===== config.mk =====
export PLATFORM = sky130hd
export DESIGN_NAME = sysreg_cfg_ctrl
export DESIGN_NICKNAME = d
export VERILOG_FILES = /design/src/rtl/sysreg_pkg.sv /design/src/rtl/sysreg_decode.sv /design/src/rtl/sysreg_cfg_unit.sv /design/src/rtl/sysreg_rstctl.sv /design/src/rtl/sysreg_cfg_ctrl.sv
export SDC_FILE = /design/constraint.sdc
export NUM_CORES = 1
export LEC_CHECK = 0
export ABC_AREA = 0
export BUFFER_PORTS_ARGS = -buffer_cell sky130_fd_sc_hd__buf_2
export CAP_MARGIN = 20
export CELL_PAD_IN_SITES_DETAIL_PLACEMENT = 1
export CELL_PAD_IN_SITES_GLOBAL_PLACEMENT = 1
export CORE_ASPECT_RATIO = 0.7
export CORE_MARGIN = 4
export CORE_UTILIZATION = 30
export CTS_CLUSTER_SIZE = 12
export DETAILED_ROUTE_END_ITERATION = 10
export PLACE_DENSITY = 0.65
export SKIP_CTS_REPAIR_TIMING = 1
export SYNTH_ARGS = -nofsm -noshare
export SYNTH_HDL_FRONTEND = slang
export SYNTH_HIERARCHICAL = 1
export SYNTH_SLANG_ARGS = --single-unit

===== constraint.sdc =====
create_clock -name clk -period 5.6 [get_ports clk]
set_input_delay 0.56 -clock clk [delete_from_list [all_inputs] [get_ports clk]]
set_output_delay 0.56 -clock clk [all_outputs]
set_load 0.02 [all_outputs]

===== src/rtl/sysreg_pkg.sv =====
package sysreg_pkg;

  localparam int OFS_ID     = 'h00;
  localparam int OFS_LOCK   = 'h20;
  localparam int OFS_RSTCTL = 'h40;
  localparam int OFS_CDATA  = 'hA0;
  localparam int OFS_CCTRL  = 'hA4;
  localparam int OFS_CSTAT  = 'hA8;

  localparam logic [31:0] CW_SHUTDOWN = 32'hC080_0000;
  localparam logic [31:0] CW_REBOOT   = 32'hC090_0000;
  localparam logic [31:0] CTRL_DROP   = 32'h000C_0000;

  typedef enum logic [2:0] {
    RG_ID, RG_LOCK, RG_RSTCTL, RG_CDATA, RG_CCTRL, RG_CSTAT, RG_NONE
  } region_e;

  typedef enum logic [1:0] {CMD_NONE, CMD_SHUT, CMD_REBOOT} cmd_e;

  // Command word as it is stored: the two dropped bits are cleared
  function automatic logic [31:0] ctrl_strip(input logic [31:0] w);
    return w & ~CTRL_DROP;
  endfunction

  function automatic cmd_e ctrl_classify(input logic [31:0] masked);
    if (masked == CW_SHUTDOWN) return CMD_SHUT;
    if (masked == CW_REBOOT)   return CMD_REBOOT;
    return CMD_NONE;
  endfunction

  // Status after a command write: bit0 complete, bit1 error
  function automatic logic [1:0] status_after(input cmd_e c);
    return (c == CMD_NONE) ? 2'b11 : 2'b01;
  endfunction

endpackage


===== src/rtl/sysreg_decode.sv =====
module sysreg_decode
  import sysreg_pkg::*;
#(
  parameter int ADDR_W = 12
) (
  input  logic [ADDR_W-1:0] addr,
  input  logic              has_cfg,
  output region_e           region
);

  always_comb begin
    case (addr)
      ADDR_W'(OFS_ID):     region = RG_ID;
      ADDR_W'(OFS_LOCK):   region = RG_LOCK;
      ADDR_W'(OFS_RSTCTL): region = RG_RSTCTL;
      ADDR_W'(OFS_CDATA):  region = has_cfg ? RG_CDATA : RG_NONE;
      ADDR_W'(OFS_CCTRL):  region = has_cfg ? RG_CCTRL : RG_NONE;
      ADDR_W'(OFS_CSTAT):  region = has_cfg ? RG_CSTAT : RG_NONE;
      default:             region = RG_NONE;
    endcase
  end

endmodule


===== src/rtl/sysreg_cfg_unit.sv =====
module sysreg_cfg_unit
  import sysreg_pkg::*;
(
  input  logic        clk,
  input  logic        rst,
  input  logic        wr_en,
  input  region_e     region,
  input  logic [31:0] wdata,
  output logic [31:0] data_q,
  output logic [31:0] ctrl_q,
  output logic [1:0]  stat_q,
  output logic        shutdown_req,
  output logic        reboot_req,
  output logic        ctrl_wr_evt
);

  logic [31:0] ctrl_masked;
  cmd_e        cmd;
  logic        data_wr_evt;
  logic        stat_wr_evt;

  assign ctrl_wr_evt = wr_en && (region == RG_CCTRL);
  assign data_wr_evt = wr_en && (region == RG_CDATA);
  assign stat_wr_evt = wr_en && (region == RG_CSTAT);
  assign ctrl_masked = ctrl_strip(wdata);
  assign cmd         = ctrl_classify(ctrl_masked);

  always_ff @(posedge clk) begin
    if (rst) begin
      data_q       <= '0;
      ctrl_q       <= '0;
      stat_q       <= '0;
      shutdown_req <= 1'b0;
      reboot_req   <= 1'b0;
    end else begin
      shutdown_req <= ctrl_wr_evt && (cmd == CMD_SHUT);
      reboot_req   <= ctrl_wr_evt && (cmd == CMD_REBOOT);
      if (data_wr_evt) data_q <= wdata;
      if (ctrl_wr_evt) begin
        ctrl_q <= ctrl_masked;
        stat_q <= status_after(cmd);
      end else if (stat_wr_evt) begin
        stat_q <= wdata[1:0];
      end
    end
  end

endmodule


===== src/rtl/sysreg_rstctl.sv =====
module sysreg_rstctl
  import sysreg_pkg::*;
#(
  parameter int               LOCK_W   = 16,
  parameter logic [LOCK_W-1:0] LOCK_KEY = 16'h5A3C
) (
  input  logic              clk,
  input  logic              rst,
  input  logic              wr_en,
  input  region_e           region,
  input  logic              has_cfg,
  input  logic [31:0]       wdata,
  output logic [LOCK_W-1:0] lock_q,
  output logic [31:0]       rstctl_q,
  output logic              lock_ok
);

  assign lock_ok = (lock_q == LOCK_KEY);

  always_ff @(posedge clk) begin
    if (rst) begin
      lock_q   <= '0;
      rstctl_q <= '0;
    end else begin
      if (wr_en && region == RG_LOCK) lock_q <= wdata[LOCK_W-1:0];
      if (wr_en && region == RG_RSTCTL && !has_cfg && lock_ok)
        rstctl_q <= wdata;
    end
  end

endmodule


===== src/rtl/sysreg_cfg_ctrl.sv =====
module sysreg_cfg_ctrl
  import sysreg_pkg::*;
#(
  parameter int          ADDR_W   = 12,
  parameter int          LOCK_W   = 16,
  parameter logic [31:0] BOARD_ID = 32'h4D10_0A01,
  parameter logic [LOCK_W-1:0] LOCK_KEY = 16'h5A3C
) (
  input  logic              clk,
  input  logic              rst,
  input  logic              has_cfg,
  input  logic [ADDR_W-1:0] addr,
  input  logic              wr_en,
  input  logic              rd_en,
  input  logic [31:0]       wdata,
  output logic [31:0]       rdata,
  output logic              shutdown_req,
  output logic              reboot_req,
  output logic              bad_access
);

  region_e           region;
  logic [31:0]       data_q;
  logic [31:0]       ctrl_q;
  logic [1:0]        stat_q;
  logic              ctrl_wr_evt;
  logic [LOCK_W-1:0] lock_q;
  logic [31:0]       rstctl_q;
  logic              lock_ok;
  logic [31:0]       rd_mux;

  sysreg_decode #(.ADDR_W(ADDR_W)) u_dec (
    .addr    (addr),
    .has_cfg (has_cfg),
    .region  (region)
  );

  sysreg_cfg_unit u_cfg (
    .clk          (clk),
    .rst          (rst),
    .wr_en        (wr_en),
    .region       (region),
    .wdata        (wdata),
    .data_q       (data_q),
    .ctrl_q       (ctrl_q),
    .stat_q       (stat_q),
    .shutdown_req (shutdown_req),
    .reboot_req   (reboot_req),
    .ctrl_wr_evt  (ctrl_wr_evt)
  );

  sysreg_rstctl #(.LOCK_W(LOCK_W), .LOCK_KEY(LOCK_KEY)) u_rst (
    .clk      (clk),
    .rst      (rst),
    .wr_en    (wr_en),
    .region   (region),
    .has_cfg  (has_cfg),
    .wdata    (wdata),
    .lock_q   (lock_q),
    .rstctl_q (rstctl_q),
    .lock_ok  (lock_ok)
  );

  always_comb begin
    case (region)
      RG_ID:     rd_mux = BOARD_ID;
      RG_LOCK:   rd_mux = 32'(lock_q);
      RG_RSTCTL: rd_mux = has_cfg ? 32'h0 : rstctl_q;
      RG_CDATA:  rd_mux = data_q;
      RG_CCTRL:  rd_mux = ctrl_q;
      RG_CSTAT:  rd_mux = {30'h0, stat_q};
      default:   rd_mux = 32'h0;
    endcase
  end

  assign rdata = rd_en ? rd_mux : 32'h0;

  always_ff @(posedge clk) begin
    if (rst) bad_access <= 1'b0;
    else     bad_access <= rd_en && (region == RG_NONE);
  end

endmodule


==> impl_metrics.toml <==
[status]
outcome = "finished, final reports clean"

[timing]
fin_worst_skew_ns = 0.00659
fmax_mhz = 254
timing.final.max_slew_violations = 0
grt_setup_unrepaired = "false"
fin_ws_ns = 1.66
fin_crit_sh_pct = 70.3
hold_viol_final = 0
setup_viol = 0
fin_setup_tns_ns = 0
fin_crit_ns = 3.94
slew_headroom_pct = 39.1
worst_pin_slew_ns = 0.912

[route]
wl_met2_um = 8520
met1_length_um = 9820
wirelength_um = 19300
drc = 0
vias = 5114
wl_per_cell_um = 19.5
wl_met3_um = 857
antenna_left = 0
drt_iter0_markers = 283
first_pass_iters = 5
via_per_inst = 5.16
highest_layer = "met4"

[critical_path]
critPathMaxFanout = 18
critical-path-top-delay-family = "simple AND/OR/NAND/NOR gates"
cp.required_ns = 5.04
crit_path_start_kind = "primary input"
cp_slowest_cell = "nor2b_1"
r2r_slack_ns = 3.40
worst-path-buf-inv = 2
cp-end-kind = "output port"
path_class = "in2out"
arrival_ns = 3.38
timing.rr.start = "u_rst/lock_q[0]"
cp_cell_sequence = "buf_2 > nor4_4 > nand3_2 > or2_1 > nor2b_1 > a221oi_1 > a311oi_1 > buf_2"
cpPeakStageDelay_ns = 0.80
rr_endpoint = "u_rst/rstctl_q[14]"
cp_common_cell = "buf_2"
r2r_cells = 5

[grt]
gr-usage-all-layers_pct = 18.3
grt_pass1_vias = 5480
grt_pass1_wl_um = 30500
grt_max_degree = 98
grt_overflow = 0
antenna_found_initial = 0

[layout]
final_nets = 792
diodes = 0
area_growth_pct = 18.7
num-fill-cells = 2175
final_cell_area_mm2 = 0.00676
drive_gt1_share_pct = 17.7

[clock_network]
clockRootBuffer = "clkbuf_16"
cts.sinks = 115
htree_levels = 4
clk_pin_slew_ns = 0.05
cts.path.max_buffers = 2
tritoncts = "yes"
numCtsBuffers = 17
clock_latency_ns = 0.42

[power]
vdd_ir_drop_max_mv = 0.188
leakage_nw = 2.36
power.density_mw_per_mm2 = 298

[placed_design]
post-place-ws_ns = 1.76
placed_cell_area_mm2 = 0.00615
io_buffers = 83
place_congestion = 0.761
hpwl_um = 12500

[synthesis]
yosysTopAreaCell = "dfxtp_1"
yosysTopAreaCellShare_pct = 40.4
synth-seq-cells = 115
synthFlopType = "dfxtp_1"
async_flop_share_pct = 0
synth_area_mm2 = 0.00570
synth_edf_count = 0
yosysWarnings = 6
synth-seq-area-share_pct = 40.4
syn-mean-instance-area_um2 = 8.27
synthTopCellsByArea = "dfxtp_1, nand2_1, a21oi_1"
synthCells = 689
ys_types = 54

[die]
start_util_pct = 31.1
die-area_mm2 = 0.0213
num_rows = 41
num_io_pins = 84
coreArea_mm2 = 0.0183
die_h_um = 123
die_w_um = 173

[run]
drv_cap = 0

[min_path]
worstHoldStart = "wdata[19]"
hold_end = "u_cfg/data_q[19]"
hold_class = "in2reg"
holdPathStages = 3
## worst max-delay path by stage
stage | start | to | depth (start not counted)
finish | addr[9] | rdata[1] | 8
detailed placement | addr[9] | rdata[1] | 8
global route | addr[9] | rdata[1] | 8
floorplan | addr[9] | rdata[1] | 7
global placement | addr[9] | rdata[1] | 8
CTS | addr[9] | rdata[1] | 8
## sequential cells by signal, indices dropped and copies added (netlist names)
signal,cells
u_cfg/stat_q,2
u_rst/rstctl_q,32
u_cfg/reboot_req,1
bad_access,1
u_cfg/data_q,32
u_cfg/ctrl_q,30
u_cfg/shutdown_req,1
u_rst/lock_q,16
## cell usage in the layout, fill, tap and decap left out, drive strengths merged, types with 4 or more instances in the layout
master and instances:
nor2 9, a21oi 95, nand2b 69, a32oi 8, nand3b 24, nor4 6, nor2b 10, o21ai 6
nand2 166, dfxtp 115, clkbuf 22, clkinv 6, a211oi 4, a31oi 5, buf 93, a221o 14
o2bb2ai 11, inv 8, mux2i 34
## power breakdown
group          switching [W]  leakage (nW)  internal (W)
registers        0.000000128         0.926      0.000819
logic              0.0000523          1.14     0.0000283
clock network       0.000399         0.294      0.000719
## synthesized netlist by cell type (4+ instances only)
cell type and number:
a221o_1 14, dfxtp_1 115, nand2_1 166, nand3b_1 24, o2bb2ai_1 11, mux2i_1 34
a21oi_1 95, nor2b_1 8, a211oi_1 4, buf_6 5, a31oi_1 5, a32oi_1 8
buf_2 15, clkbuf_1 28, nor4_1 4, nor2_1 9, nand2b_1 69, o21ai_0 6
buf_4 7, inv_1 8
## metal layers
metal	track usage, %	vias to the layer above
li1	-	2486
met3	3.94	11
met4	5.63	0
met1	25.5	2514
met5	0	-
met2	28.6	103
## kinds of logic (layout without fill, tap and decap cells)
family / after synthesis / after routing / share of synthesized area (%)
xor gates and xnor gates: 1 / 1 / 0.154
and+or+nand+nor: 313 / 313 / 29.1
DFF: 115 / 115 / 40.4
AOI/OAI and AO/OA: 158 / 158 / 17.5
other: 1 / 2 / 0.0658
buffers and inverters: 67 / 133 / 6.72
muxes: 34 / 34 / 5.97
## tightest hold or removal path, cell delays in order
cell and delay (ns):
buf_2 0.11, nand2_1 0.05, a21oi_1 0.05
## per-stage QoR
stage / hold WS, ns / power [W] / util (%) / cells
floorplan: 0.436 / 0.000872 / - / 690
global placement: 0.441 / 0.000913 / 33.6 / 959
detailed placement: 0.449 / 0.000917 / 33.6 / 959
CTS: 0.385 / 0.00204 / 36.8 / 991
global route: 0.415 / 0.00208 / 36.9 / 992
finish: 0.400 / 0.00202 / 36.9 / 992
## final cells by class
| cell class | count | area, um^2 | area share [%] |
|---|---|---|---|
| Multi-Input combinational cell | 508 | 3030 | 44.9 |
| Sequential cell | 115 | 2300 | 34.0 |
| Timing Repair Buffer | 93 | 505 | 7.48 |
| Clock buffer | 22 | 464 | 6.87 |
| Tap cell | 236 | 295 | 4.37 |
| Clock inverter | 10 | 131 | 1.94 |
| Inverter | 8 | 30.0 | 0.444 |
Note: power is estimated with default switching activity, not from simulation.
